==> config.mk <==
export PLATFORM = sky130hd
export DESIGN_NAME = plic_core
export DESIGN_NICKNAME = d
export VERILOG_FILES = /design/src/rtl/plic_core.sv
export SDC_FILE = /design/constraint.sdc
export NUM_CORES = 1
export LEC_CHECK = 0
export ABC_AREA = 1
export ABC_CLOCK_PERIOD_IN_PS = 11100
export BUFFER_PORTS_ARGS = -buffer_cell sky130_fd_sc_hd__buf_2
export CAP_MARGIN = 20
export CORE_MARGIN = 2
export CORE_UTILIZATION = 60
export CTS_CLUSTER_DIAMETER = 60
export CTS_CLUSTER_SIZE = 40
export DETAILED_ROUTE_END_ITERATION = 10
export GPL_TIMING_DRIVEN = 0
export PLACE_DENSITY = 0.8
export SYNTH_ARGS = -nofsm -noshare
export SYNTH_HDL_FRONTEND = slang
export SYNTH_SLANG_ARGS = --single-unit
==> constraint.sdc <==
create_clock -name clk -period 11.1 [get_ports clk]
set_input_delay 1.11 -clock clk [delete_from_list [all_inputs] [get_ports clk]]
set_output_delay 1.11 -clock clk [all_outputs]
set_load 0.02 [all_outputs]
==> src/rtl/plic_core.sv <==
module plic_core #(
  parameter int NSRC   = 8,
  parameter int NTGT   = 2,
  parameter int PRIO_W = 3,
  parameter int DATA_W = 32,
  parameter logic [NSRC:1] EDGE_SRC = 8'hF0,
  localparam int IDW   = $clog2(NSRC + 1),
  localparam int IDX_W = IDW
) (
  input  logic              clk,
  input  logic              rst_n,
  input  logic [NSRC-1:0]   src_in,
  input  logic              reg_rd,
  input  logic              reg_wr,
  input  logic [1:0]        reg_sel,
  input  logic [IDX_W-1:0]  reg_idx,
  input  logic [DATA_W-1:0] reg_wdata,
  output logic [DATA_W-1:0] reg_rdata,
  output logic [NTGT-1:0]   irq
);
  localparam int TW = (NTGT > 1) ? $clog2(NTGT) : 1;
  localparam logic [1:0] SEL_PRIO = 2'd0, SEL_EN = 2'd1, SEL_THR = 2'd2, SEL_CC = 2'd3;

  logic [NSRC:1][PRIO_W-1:0] prio_q;
  logic [NTGT-1:0][NSRC:1]   en_q;
  logic [NTGT-1:0][PRIO_W-1:0] thr_q;
  logic [NSRC:1] pend_q, clmd_q, seen_q, src_q, rise;
  logic [NTGT-1:0][IDW-1:0]    best_id;
  logic [NTGT-1:0][PRIO_W-1:0] best_pr;

  wire           tgt_ok   = reg_idx < IDX_W'(NTGT);
  wire           src_ok   = (reg_idx != '0) && (reg_idx <= IDX_W'(NSRC));
  wire [TW-1:0]  tsel     = tgt_ok ? TW'(reg_idx) : '0;
  wire [IDW-1:0] claim_id = best_id[tsel];
  wire           claim_go = reg_rd && reg_sel == SEL_CC && tgt_ok;
  wire           comp_go  = reg_wr && reg_sel == SEL_CC && tgt_ok;
  wire [IDW-1:0] comp_id  = reg_wdata[IDW-1:0];

  for (genvar g = 1; g <= NSRC; g++) begin : g_gw
    if (EDGE_SRC[g]) begin : g_edge
      assign rise[g] = src_in[g-1] & ~src_q[g];
    end else begin : g_level
      assign rise[g] = src_in[g-1];
    end
  end

  always_comb begin
    for (int t = 0; t < NTGT; t++) begin
      best_id[t] = '0;
      best_pr[t] = '0;
      for (int i = NSRC; i >= 1; i--) begin
        if (pend_q[i] && en_q[t][i] && prio_q[i] != '0 &&
            prio_q[i] >= thr_q[t] && prio_q[i] >= best_pr[t]) begin
          best_pr[t] = prio_q[i];
          best_id[t] = IDW'(i);
        end
      end
    end
  end

  always_comb begin
    reg_rdata = '0;
    case (reg_sel)
      SEL_PRIO: if (src_ok) reg_rdata[PRIO_W-1:0] = prio_q[reg_idx];
      SEL_EN:   if (tgt_ok) reg_rdata[NSRC:1] = en_q[tsel];
      SEL_THR:  if (tgt_ok) reg_rdata[PRIO_W-1:0] = thr_q[tsel];
      default:  if (tgt_ok) reg_rdata[IDW-1:0] = claim_id;
    endcase
  end

  always_ff @(posedge clk or negedge rst_n) begin
    if (!rst_n) begin
      prio_q <= '0;
      en_q   <= '0;
      thr_q  <= '0;
    end else if (reg_wr) begin
      if (reg_sel == SEL_PRIO && src_ok) prio_q[reg_idx] <= reg_wdata[PRIO_W-1:0];
      if (reg_sel == SEL_EN && tgt_ok)   en_q[tsel] <= reg_wdata[NSRC:1];
      if (reg_sel == SEL_THR && tgt_ok)  thr_q[tsel] <= reg_wdata[PRIO_W-1:0];
    end
  end

  always_ff @(posedge clk or negedge rst_n) begin
    if (!rst_n) begin
      pend_q <= '0;
      clmd_q <= '0;
      seen_q <= '0;
      src_q  <= '0;
    end else begin
      src_q <= src_in;
      for (int i = 1; i <= NSRC; i++) begin
        if (claim_go && claim_id == IDW'(i)) begin
          pend_q[i] <= 1'b0;
          clmd_q[i] <= 1'b1;
        end else if (clmd_q[i]) begin
          if (comp_go && comp_id == IDW'(i)) begin
            clmd_q[i] <= 1'b0;
            pend_q[i] <= seen_q[i] | rise[i];
            seen_q[i] <= 1'b0;
          end else if (EDGE_SRC[i] && rise[i]) begin
            seen_q[i] <= 1'b1;
          end
        end else if (rise[i]) begin
          pend_q[i] <= 1'b1;
        end
      end
    end
  end

  always_ff @(posedge clk or negedge rst_n) begin
    if (!rst_n) irq <= '0;
    else for (int t = 0; t < NTGT; t++) irq[t] <= best_id[t] != '0;
  end
endmodule


==> metrics list <==
* Status: finished clean
- # H-tree levels: 3
- Diodes inserted: 0
* Fin nets: 1133
- PD cells: 109.9 mW/mm²
* Cell repeated most along the worst path: sky130_fd_sc_hd__nand2_1
- The number of global-route vias before repair came to 6069.
- All-layer global routing usage: 31.75%
- Compared with the post-synthesis result, the final layout area differs by 13.08%.
* Req. time, crit path: 9.99 ns
* Hold/Removal Path Class: reg2reg
- Count of state elements after synthesis: 72
- Synthesis instantiated 41 different standard cells from the library.
- Detailed placement ended at an HPWL of 13740 µm.
- Final ANT Viol Nets: 0
- Timing analysis after detailed placement gives a worst setup slack of 0.5874 ns.
- Routability-driven placement finished with a final weighted congestion of 0.9890.
- In this design, the largest share of critical-path delay is due to simple AND/OR/NAND/NOR gates.
- 1st-iter DRT viols: 634
* Highest-delay cell along the critical path: sky130_fd_sc_hd__dfrtp_1
* DR vias/cell: 5.742
- The final critical path takes up 93.66% of the cycle.
- Post-synthesis cell area: 0.006564 mm²
* Maximum clock path buffer count: 2
* Clock period minus worst slack: 10.40 ns
- Overall power consumption after layout is estimated at 0.8156 mW.
- On the final layout, the worst clock skew is 0.005610 ns.
* Final count of negative-setup-slack endpoints: 0
- The detailed router placed 6592 vias in this run.
- Drt drc: 0
* Share of synthesized area occupied by flip-flops and latches: 27.45%
- Buffers placed on the I/O ports in this run total 37.
* Maximum vdd ir drop: 0.1629 mV
- The first global-routing pass estimated 29140 µm of wire.
* Aggregate global routing overflow: 0
- Final WS setup: 0.7036 ns
* Number of clock sinks: 72
- Max-slew violation total from the final report: 0
- For this run, the leading register cell type out of synthesis is sky130_fd_sc_hd__dfrtp_1.
* CP Max Fanout: 10
- CTS buffer count: 9
- The finished cells cover 0.007422 mm².
* Number of rows created at floorplan: 38
- Pre-Repair DR Iteration Count: 8
* Mean Syn Cell Area: 7.189 µm²
- After floorplanning, the core was sized to cover 0.01075 mm².
- The cell sitting at the root of the clock tree is a sky130_fd_sc_hd__clkbuf_8.
- Post-synthesis cell count: 913
* I/O pins: 84
- Die Wd: 108.6 µm
* Clock edge transition at the registers on the reported setup and hold paths: 0.08 ns
- Fraction of layout instances using a drive strength above 1: 18.06%
* Initial Utilization: 61.09%
* Clock insertion delay at the later pin of the skew report: 0.35 ns
* Number of buffers and inverters on the critical path: 9
* Async set-or-reset flop fraction in the synthesized netlist: 100.0%
* Max capacitance violation total: 0
* Post-route core utilization: 69.07%
- The library cell used most frequently in the layout, excluding fill and tap cells, is sky130_fd_sc_hd__nand2_1.
- After detailed placement, the total cell area comes to 0.007009 mm².
- Commonest cells after routing, fill and taps aside: 216 x sky130_fd_sc_hd__nand2_1, 98 x sky130_fd_sc_hd__inv_1, 91 x sky130_fd_sc_hd__o21ai_0
- Static Leak: 3.773 nW
* Worst setup path startpoint: thr_q[2]
- The startpoint identified for the worst register-to-register timing path is thr_q[2].
* Number of flops mapped to enable cells by yosys: 0
* Fmax: 96.19 MHz
* Startpoint types: flop
- Setup TNS: 0 ns
- TritonCTS built the clock tree.
- Detailed-route wire length: 17820 µm
- For the pin with the worst max-slew slack, the measured transition is 0.9105 ns.
- The largest single stage delay on the critical path is 0.43 ns.
* Count of non-filler cells in the finished layout: 1148
- In the final routed layout, each cell accounts on average for 15.52 µm.
- The worst setup path is of the reg2out kind.
* Type of element capturing the critical path: output port
* Largest net degree at the start of global routing: 73
- Startpoint of the lowest-slack hold path: seen_q[6]
- Arr. time, crit path: 9.29 ns
- Measured against its own limit, the worst slew margin works out to 39.30%.
- The die is 108.6 µm tall.
- The final-report hold violation count was 0.
- The Yosys step of the flow raised 0 warnings.
- Number of antenna violations at the first check in global routing: 1
- Smallest hold slack: 0.4868 ns
- Number of placed instances with taps included: 1112
- The die covers 0.01179 mm².
## worst paths after layout
kind,endpoint,slack [ns],depth (start not counted)
worst max-delay path,reg_rdata[3],0.70,62
max in group asynchronous,thr_q[3],9.56,1
worst max register to register,seen_q[6],2.05,64
worst min register to register,seen_q[6],0.49,2
worst min-delay path,seen_q[6],0.49,2
min in group asynchronous,src_q[6],0.88,1
## Yosys cell counts (2+ instances only)
| cell | instances | area, µm² |
|---|---|---|
| sky130_fd_sc_hd__nand2_4 | 8 | 90.09 |
| sky130_fd_sc_hd__o22ai_1 | 10 | 62.56 |
| sky130_fd_sc_hd__o21ai_0 | 95 | 475.5 |
| sky130_fd_sc_hd__a21oi_1 | 35 | 175.2 |
| sky130_fd_sc_hd__a21oi_4 | 2 | 32.53 |
| sky130_fd_sc_hd__nand2_1 | 220 | 825.8 |
| sky130_fd_sc_hd__nand3_2 | 13 | 130.1 |
| sky130_fd_sc_hd__a31oi_1 | 4 | 25.02 |
| sky130_fd_sc_hd__o2111ai_1 | 2 | 17.52 |
| sky130_fd_sc_hd__nand4_1 | 17 | 106.4 |
| sky130_fd_sc_hd__nand3_4 | 4 | 70.07 |
| sky130_fd_sc_hd__a21oi_2 | 4 | 35.03 |
| sky130_fd_sc_hd__ha_1 | 80 | 1001 |
| sky130_fd_sc_hd__o21bai_1 | 3 | 22.52 |
| sky130_fd_sc_hd__nand3_1 | 74 | 370.4 |
| sky130_fd_sc_hd__inv_1 | 102 | 382.9 |
| sky130_fd_sc_hd__dfrtp_1 | 72 | 1802 |
| sky130_fd_sc_hd__clkbuf_1 | 7 | 26.28 |
| sky130_fd_sc_hd__nand3b_1 | 3 | 22.52 |
| sky130_fd_sc_hd__a22oi_1 | 2 | 15.01 |
| sky130_fd_sc_hd__nor2_1 | 59 | 221.5 |
| sky130_fd_sc_hd__nand2_2 | 21 | 131.4 |
| sky130_fd_sc_hd__inv_2 | 8 | 30.03 |
| sky130_fd_sc_hd__nor3_1 | 10 | 50.05 |
| sky130_fd_sc_hd__o211ai_1 | 16 | 120.1 |
| sky130_fd_sc_hd__o21ai_1 | 4 | 20.02 |
| sky130_fd_sc_hd__buf_4 | 23 | 172.7 |
| sky130_fd_sc_hd__buf_6 | 2 | 22.52 |
## worst register-to-register path, delay by kind of cell, from the launching register on
| family | cells | cell delay [ns] |
|---|---|---|
| AND/OR/NAND/NOR | 37 | 3.74 |
| adder cells (fa/ha/maj) | 8 | 2.48 |
| AO/OA/AOI/OAI | 12 | 1.69 |
| buffers and inverters | 7 | 0.62 |
| flip-flops | 1 | 0.43 |
## repair_timing
item	in CTS	in global routing
resized for setup	0	25
setup buffers	0	20
hold buffers	0	0
setup endpoints to repair	0	4
## final cells by class
class	instances	area [µm²]
timing repair buffer	57	337.8
tap	140	175.2
inverter	110	427.9
clock inverter	6	45.04
clock buffer	10	137.6
multi-input combinational	720	4267
fill	944	3323
buffer	33	226.5
sequential	72	1805
## routing by layer
metal | vias to the layer above | part of all wire (%) | track usage, %
met5 | - | 0.062 | 0
met4 | 2 | 3.5 | 11.81
met3 | 60 | 7.7 | 4.822
met2 | 302 | 46 | 51.47
met1 | 2993 | 42 | 42.96
li1 | 3235 | - | -
## power breakdown
part	switching (mW)	internal (mW)	total [mW]
Sequential	0.0346	0.287	0.322
Clock	0.103	0.0874	0.191
Combinational	0.188	0.115	0.303
Total	0.326	0.490	0.816
## kinds of logic (layout without fill, tap and decap cells)
family | count (synthesis) | in the layout | share of synthesized area, %
AO/OA/AOI/OAI | 180 | 180 | 15.63
adder cells (fa/ha/maj) | 80 | 80 | 15.25
buffers and inverters | 143 | 216 | 9.741
flip-flops | 72 | 72 | 27.45
other | 1 | 23 | 0.05713
AND/OR/NAND/NOR | 437 | 437 | 31.87
## flip-flops by register name, indices dropped and copies added (netlist names)
name    flops
prio_q     24
pend_q      8
en_q       16
thr_q       6
clmd_q      8
seen_q      4
src_q       4
irq         2
Note: power is estimated with default switching activity, not from simulation.
